--- src/rtl/dmac_pkg.sv ---
`timescale 1ns/1ps
package dmac_pkg;
   typedef enum logic [1:0] {
      ACC_KEEP = 2'b00,
      ACC_LOAD = 2'b01,
      ACC_SUM  = 2'b10,
      ACC_IDLE = 2'b11
   } acc_op_e;

   localparam int LANES = 2;
endpackage

--- src/rtl/dmac_half_sel.sv ---
`timescale 1ns/1ps
module dmac_half_sel #(
   parameter int OP_W = 16
) (
   input  logic [2*OP_W-1:0] word_i,
   input  logic              hi_i,
   output logic [OP_W-1:0]   half_o
);
   always_comb begin
      half_o = hi_i ? word_i[2*OP_W-1:OP_W] : word_i[OP_W-1:0];
   end
endmodule

--- src/rtl/dmac_mult.sv ---
`timescale 1ns/1ps
module dmac_mult #(
   parameter int OP_W  = 16,
   parameter int ACC_W = 40
) (
   input  logic [OP_W-1:0]  a_i,
   input  logic [OP_W-1:0]  b_i,
   input  logic             int_mode_i,
   output logic [ACC_W-1:0] prod_o
);
   localparam int PW  = 2 * OP_W;
   localparam int EXT = ACC_W - PW;

   logic signed [PW-1:0] raw;
   logic [ACC_W-1:0]     widened;

   always_comb begin
      raw = $signed(a_i) * $signed(b_i);
   end

   generate
      if (EXT > 0) begin : g_sext
         always_comb widened = {{EXT{raw[PW-1]}}, raw};
      end else begin : g_trunc
         always_comb widened = raw[ACC_W-1:0];
      end
   endgenerate

   always_comb begin
      prod_o = int_mode_i ? widened : (widened << 1);
   end
endmodule

--- src/rtl/dmac_extract.sv ---
`timescale 1ns/1ps
module dmac_extract #(
   parameter int OP_W  = 16,
   parameter int ACC_W = 40
) (
   input  logic [ACC_W-1:0]  value_i,
   input  logic              int_mode_i,
   input  logic              rnd_en_i,
   output logic [OP_W-1:0]   half_o,
   output logic [2*OP_W-1:0] word_o
);
   localparam int RW = 2 * OP_W;
   localparam logic [RW-1:0] RND_K = RW'(1) << (OP_W - 1);

   logic [RW-1:0] rounded;

   always_comb begin
      rounded = value_i[RW-1:0] + (rnd_en_i ? RND_K : '0);
      half_o  = int_mode_i ? value_i[OP_W-1:0] : rounded[RW-1:OP_W];
      word_o  = value_i[RW-1:0];
   end
endmodule

--- src/rtl/dmac_lane.sv ---
`timescale 1ns/1ps
module dmac_lane
   import dmac_pkg::*;
#(
   parameter int OP_W  = 16,
   parameter int ACC_W = 40
) (
   input  logic              clk,
   input  logic              rst_n,
   input  logic [2*OP_W-1:0] src_a_i,
   input  logic [2*OP_W-1:0] src_b_i,
   input  logic              hi_a_i,
   input  logic              hi_b_i,
   input  logic              int_mode_i,
   input  logic              rnd_en_i,
   input  logic [1:0]        op_i,
   output logic [ACC_W-1:0]  acc_o,
   output logic [OP_W-1:0]   ext_half_o,
   output logic [2*OP_W-1:0] ext_word_o
);
   logic [OP_W-1:0]  opa, opb;
   logic [ACC_W-1:0] prod, acc_q, acc_d;
   acc_op_e          op;

   dmac_half_sel #(.OP_W(OP_W)) u_sel_a (.word_i(src_a_i), .hi_i(hi_a_i), .half_o(opa));
   dmac_half_sel #(.OP_W(OP_W)) u_sel_b (.word_i(src_b_i), .hi_i(hi_b_i), .half_o(opb));

   dmac_mult #(.OP_W(OP_W), .ACC_W(ACC_W)) u_mult (
      .a_i(opa), .b_i(opb), .int_mode_i(int_mode_i), .prod_o(prod)
   );

   always_comb begin
      op = acc_op_e'(op_i);
      unique case (op)
         ACC_LOAD: acc_d = prod;
         ACC_SUM:  acc_d = acc_q + prod;
         default:  acc_d = acc_q;
      endcase
   end

   always_ff @(posedge clk) begin
      if (!rst_n) acc_q <= '0;
      else        acc_q <= acc_d;
   end

   dmac_extract #(.OP_W(OP_W), .ACC_W(ACC_W)) u_ext (
      .value_i(acc_d), .int_mode_i(int_mode_i), .rnd_en_i(rnd_en_i),
      .half_o(ext_half_o), .word_o(ext_word_o)
   );

   assign acc_o = acc_q;
endmodule

--- src/rtl/dual_mac_unit.sv ---
`timescale 1ns/1ps
module dual_mac_unit
   import dmac_pkg::*;
#(
   parameter int OP_W  = 16,
   parameter int ACC_W = 40,
   localparam int SRC_W = 2 * OP_W
) (
   input  logic             clk,
   input  logic             rst_n,
   input  logic [SRC_W-1:0] src_a,
   input  logic [SRC_W-1:0] src_b,
   input  logic             l0_hi_a,
   input  logic             l0_hi_b,
   input  logic             l1_hi_a,
   input  logic             l1_hi_b,
   input  logic             int_mode,
   input  logic [1:0]       l0_acc_op,
   input  logic [1:0]       l1_acc_op,
   input  logic             l0_ext_en,
   input  logic             l1_ext_en,
   input  logic             ext_wide,
   input  logic             rnd_en,
   output logic [SRC_W-1:0] res_word,
   output logic [SRC_W-1:0] res_even,
   output logic [SRC_W-1:0] res_odd,
   output logic [ACC_W-1:0] acc0,
   output logic [ACC_W-1:0] acc1
);
   generate
      if (ACC_W < SRC_W + 1) begin : g_bad_acc
         $error("ACC_W must exceed twice OP_W");
      end
      if (OP_W < 2) begin : g_bad_op
         $error("OP_W must be at least 2");
      end
   endgenerate

   logic             hi_a  [LANES];
   logic             hi_b  [LANES];
   logic [1:0]       op    [LANES];
   logic             ext   [LANES];
   logic [ACC_W-1:0] acc   [LANES];
   logic [OP_W-1:0]  half  [LANES];
   logic [SRC_W-1:0] word  [LANES];
   logic [OP_W-1:0]  half_q[LANES];
   logic [SRC_W-1:0] pair_q[LANES];

   always_comb begin
      hi_a[0] = l0_hi_a;   hi_a[1] = l1_hi_a;
      hi_b[0] = l0_hi_b;   hi_b[1] = l1_hi_b;
      op[0]   = l0_acc_op; op[1]   = l1_acc_op;
      ext[0]  = l0_ext_en; ext[1]  = l1_ext_en;
   end

   generate
      for (genvar l = 0; l < LANES; l++) begin : g_lane
         dmac_lane #(.OP_W(OP_W), .ACC_W(ACC_W)) u_lane (
            .clk(clk), .rst_n(rst_n),
            .src_a_i(src_a), .src_b_i(src_b),
            .hi_a_i(hi_a[l]), .hi_b_i(hi_b[l]),
            .int_mode_i(int_mode), .rnd_en_i(rnd_en),
            .op_i(op[l]), .acc_o(acc[l]),
            .ext_half_o(half[l]), .ext_word_o(word[l])
         );

         always_ff @(posedge clk) begin
            if (!rst_n) begin
               half_q[l] <= '0;
               pair_q[l] <= '0;
            end else if (ext[l]) begin
               if (ext_wide) pair_q[l] <= word[l];
               else          half_q[l] <= half[l];
            end
         end
      end
   endgenerate

   assign res_word = {half_q[1], half_q[0]};
   assign res_even = pair_q[0];
   assign res_odd  = pair_q[1];
   assign acc0     = acc[0];
   assign acc1     = acc[1];
endmodule

--- config.mk ---
export PLATFORM = sky130hd
export DESIGN_NAME = dual_mac_unit
export DESIGN_NICKNAME = d
export VERILOG_FILES = /design/src/rtl/dmac_pkg.sv /design/src/rtl/dmac_half_sel.sv /design/src/rtl/dmac_mult.sv /design/src/rtl/dmac_extract.sv /design/src/rtl/dmac_lane.sv /design/src/rtl/dual_mac_unit.sv
export SDC_FILE = /design/constraint.sdc
export NUM_CORES = 2
export LEC_CHECK = 0
export BUFFER_PORTS_ARGS = -buffer_cell sky130_fd_sc_hd__buf_2
export CAP_MARGIN = 10
export CELL_PAD_IN_SITES_DETAIL_PLACEMENT = 0
export CELL_PAD_IN_SITES_GLOBAL_PLACEMENT = 1
export CORE_AREA = 2 2 399 203
export CTS_CLUSTER_SIZE = 30
export DETAILED_ROUTE_END_ITERATION = 12
export DIE_AREA = 0 0 401 205
export GPL_ROUTABILITY_DRIVEN = 0
export PLACE_DENSITY_LB_ADDON = 0.25
export SLEW_MARGIN = 20
export SYNTH_ARGS = -nofsm -noshare
export SYNTH_HDL_FRONTEND = slang
export SYNTH_HIERARCHICAL = 1
export SYNTH_SLANG_ARGS = --single-unit
--- constraint.sdc ---
create_clock -name clk -period 12.06 [get_ports clk]
set_input_delay 3.618 -clock clk [delete_from_list [all_inputs] [get_ports clk]]
set_output_delay 3.618 -clock clk [all_outputs]
set_load 0.005 [all_outputs]
Word-level counts from Yosys, hierarchy flattened
Memory sizes are Yosys's and may differ from the RTL's.
Index checks and enable logic that the tools add are counted.
Widths: inputs -> output; s select.
{"block": "op_classes", "n_addsub": 4, "reduce_logical": 2, "bitwise": 4, "mux": 30, "eq_ne": 4, "multipliers": 2}
{"cell": "$pmux 40 s2", "count": 2}
{"cell": "$mux 16", "count": 9}
{"cell": "$mux 32", "count": 4}
{"cell": "$add 40x40->40", "count": 2}
{"cell": "$mul 16x16->32", "count": 2}
{"cell": "$add 32x16->32", "count": 1}
{"cell": "$add 32x32->32", "count": 1}
{"cell": "$mux 1", "count": 15}
{"cell": "$eq 2x1->1 const B", "count": 2}
{"cell": "$eq 2x2->1 const B", "count": 2}
{"cell": "$or 1x1->1", "count": 4}
{"cell": "$reduce_bool 2->1", "count": 2}
{"block": "totals", "n_memories": 2, "elab_cells": 52, "out_inout_bits": 176, "ram_bits": 96, "input_bits": 79, "register_bits": 80}
{"name": "pair_q", "depth": 2, "width": 32, "read_ports": 2, "rd_ports_with_merged_regs": 0, "wr": 2, "line": "dual_mac_unit.sv:47", "rtl": "logic [SRC_W-1:0] pair_q[LANES];"}
{"name": "half_q", "depth": 2, "width": 16, "read_ports": 2, "rd_ports_with_merged_regs": 0, "wr": 2, "line": "dual_mac_unit.sv:46", "rtl": "logic [OP_W-1:0] half_q[LANES];"}

Logic depth before layout (Yosys ltp)
{"block": "logic_depth", "word_depth": 8, "depth_mapped": 41, "mapped_depth_nobuf": 37}

Modules after synthesis
The synthesis kept the hierarchy.
{"module": "dmac_mult at g_lane[0].u_lane.u_mult", "seq_area_each_um2": 0.0, "instances": 1, "cells_per_inst": 1167, "area_per_inst_um2": 10495.1}
{"module": "dmac_mult at g_lane[1].u_lane.u_mult", "seq_area_each_um2": 0.0, "instances": 1, "cells_per_inst": 1150, "area_per_inst_um2": 10361.2}
{"module": "dmac_lane", "seq_area_each_um2": 800.8, "instances": 2, "cells_per_inst": 530, "area_per_inst_um2": 4035.1}
{"module": "dual_mac_unit", "seq_area_each_um2": 2882.8, "instances": 1, "cells_per_inst": 221, "area_per_inst_um2": 3707.3}
{"module": "dmac_extract", "seq_area_each_um2": 0.0, "instances": 2, "cells_per_inst": 109, "area_per_inst_um2": 769.5}
{"module": "dmac_half_sel", "seq_area_each_um2": 0.0, "instances": 4, "cells_per_inst": 18, "area_per_inst_um2": 249.0}

Least setup slack after synthesis
No wires, ideal clock.
{"block": "synth_path", "kind": "input port to flip-flop", "start": "input l0_hi_a", "end": "memory half_q[0][15], data pin", "required_time_ns": 11.805, "arrival_ns": 12.285, "path_buffers": 4, "path_stages": 35, "setup_time_ns": 0.255, "setup_slack_ns": -0.480, "cell_sequence": "buf_6 mux2_2 clkbuf_1 nand2_1 inv_1 fa_1 fa_1 fa_1 fa_1 fa_1 inv_1 fa_1 inv_1 ha_1 buf_6 nand4_1 or4_1 a211o_2 o21a_1 a21bo_2 nand3_1 o21ai_0 ha_1 buf_4 nand4_1 nor3_1 a221oi_1 o21ai_1 xnor2_1 o21ai_0 nand4_1 nor4_2 xor2_1 mux2_2 and3_1"}
{"item": "start, declared", "line": "dual_mac_unit.sv:13", "rtl": "input logic l0_hi_a,"}
{"item": "end, declared", "line": "dual_mac_unit.sv:46"}

==> impl_metrics.py <==
metrics = {
    "setup_path": {
        "crit_arrival_ns": 12.60,
        "cp_slowest_stage_delay_ns": 0.57,
        "crit_slowest_cell": "fa_1",
        "required_ns": 12.32,
        "cp_common_cell": "fa_1",
        "worst_r2r_path_depth": 17,
        "critical_path_class": "input pin to register",
        "cp-end-kind": "register",
        "start_kind": "input pin",
        "crit_fanout": 6,
    },
    "sta": {
        "skew_ns": 0.0232,
        "final-setup-viol-count": 7,
        "period_needed_ns": 12.34,
        "worst_pin_slew_ns": 1.08,
        "period_share": 1.02,
        "slew_viol_final": 0,
        "fmax_ghz": 0.0810,
        "slew_headroom": 0.280,
        "final_hold_viol_count": 0,
        "tns_ns": -0.887,
        "fin_ws_ns": -0.280,
        "rsz0062_at_grt": "true",
    },
    "finish": {
        "area_delta_synth_final_pct": 29.4,
        "drive_gt1_frac": 0.334,
        "nets": 5565,
    },
    "routing": {
        "viasPerCell": 5.37,
        "drc_errors": 0,
        "routed_wl_um": 126000,
        "avgRoutedWirePerCell_um": 21.8,
        "drt_iter0_markers": 3222,
        "vias": 31100,
        "drt_pass1_iterations": 7,
        "ant_nets": 0,
    },
    "run_status": {
        "run_status": "finished with violations",
        "violations": "setup timing",
    },
    "cts": {
        "cts_sinks": 176,
        "cts_root_buffer": "clkbuf_16",
        "clockBufferDepth": 2,
        "cts_tree": "yes",
        "h-tree-depth": 4,
        "clk_pin_slew_ns": 0.08,
        "insertion_delay_ns": 0.51,
        "cts-buffers-inserted": 17,
    },
    "die": {
        "coreArea_mm2": 0.0787,
        "start_util": 0.446,
        "die_area_mm2": 0.0822,
        "fp-row-count": 73,
        "die_y_um": 205,
        "die_w_um": 401,
        "ios": 255,
    },
    "global_route": {
        "grt_max_degree": 69,
        "antenna_found_initial": 12,
        "grt_overflow": 0,
        "grtUsageTotal": 0.306,
        "grt_pass1_wl_um": 189000,
        "grt_pass1_vias": 29900,
    },
    "placed_design": {
        "io_buffer_count": 254,
        "post-dp-hpwl_um": 105000,
    },
    "synthesis": {
        "syn_avg_cell_area_um2": 9.06,
        "ys_warn_count": 6,
        "syn_nets": 4725,
        "synth_area_mm2": 0.0351,
        "netlist_instances": 3872,
    },
    "min_path": {
        "hold_path.class": "register to register",
        "whs_path_depth": 2,
    },
    "job": {
        "cap_violations": 0,
    },
}
==> cell usage in the layout, fill, tap and decap left out, types with 51 or more instances in the layout <==
| cell | n |
|---|---|
| xnor2_1 | 93 |
| o21ai_0 | 87 |
| and3_1 | 71 |
| nand2_1 | 394 |
| ha_1 | 206 |
| edfxtp_1 | 96 |
| a21oi_1 | 102 |
| nor2_1 | 117 |
| xor2_1 | 51 |
| and2_1 | 323 |
| fa_1 | 498 |
| buf_4 | 754 |
| inv_1 | 602 |
| a21o_1 | 62 |
| dfxtp_1 | 80 |
| mux2_4 | 62 |
| buf_2 | 249 |
==> sequential cells by signal, summed over array words and instances, names as in the netlist <==
name,count
half_q,32
pair_q,64
g_lane.u_lane/acc_o,80
==> cell type report <==
type	count	area (µm²)
Antenna cell	7	17.5
Clock buffer	18	429
Clock inverter	14	163
Fill cell	7010	33400
Inverter	633	2400
Multi-Input combinational cell	2811	28600
Sequential cell	176	4480
Tap cell	1050	1310
Timing Repair Buffer	1073	7960
==> path summary, 6_finish.rpt <==
path | from | to | slack (ns)
setup / recovery | l0_hi_a | half_q[0][14]$_SDFFCE_PN0P_ | -0.28
hold / removal | g_lane[1].u_lane/acc_o[38]$_SDFF_PN0_ | g_lane[1].u_lane/acc_o[38]$_SDFF_PN0_ | 0.54
hold reg to reg | g_lane[1].u_lane/acc_o[38]$_SDFF_PN0_ | g_lane[1].u_lane/acc_o[38]$_SDFF_PN0_ | 0.54
setup reg to reg | g_lane[0].u_lane/acc_o[0]$_SDFF_PN0_ | half_q[0][15]$_SDFFCE_PN0P_ | 7.70
==> metal layers <==
metal,global-route usage,routed length (µm)
met1,0.505,63600
met2,0.365,44800
met3,0.108,15700
met4,0.0495,1840
met5,0,13
==> worst max-delay path, delay by kind of cell <==
family	cells	cell delay, ns
compound gates	10	2.19
xor+xnor	3	0.39
fa+ha+maj	8	3.70
buf+inv	11	1.14
mux	2	0.68
simple gates	4	0.84
==> metrics by stage <==
stage	setup WS [ns]	hold slack (ns)	cell area (µm²)	util	cells
2_1_floorplan	0.00264	0.509	35200	-	3872
3_3_place_gp	-0.885	0.536	41900	0.532	5651
3_5_place_dp	-0.988	0.531	41900	0.532	5651
4_1_cts	0.0000266	0.542	43800	0.556	5730
5_1_grt	-0.413	0.576	45400	0.576	5776
6_report	-0.280	0.541	45400	0.576	5782
==> timing repair <==
| item | CTS | global route |
|---|---|---|
| setup endpoints to repair | 26 | 37 |
| setup buffers | 42 | 49 |
| hold buffers | 0 | 0 |
| pin swaps | 83 | 170 |
| cloned | 5 | 1 |
| gates resized for setup | 165 | 275 |
Power is left out: the tool's default activity adds up to more than one toggle a clock period on the data nets, which glitch-free logic cannot reach.
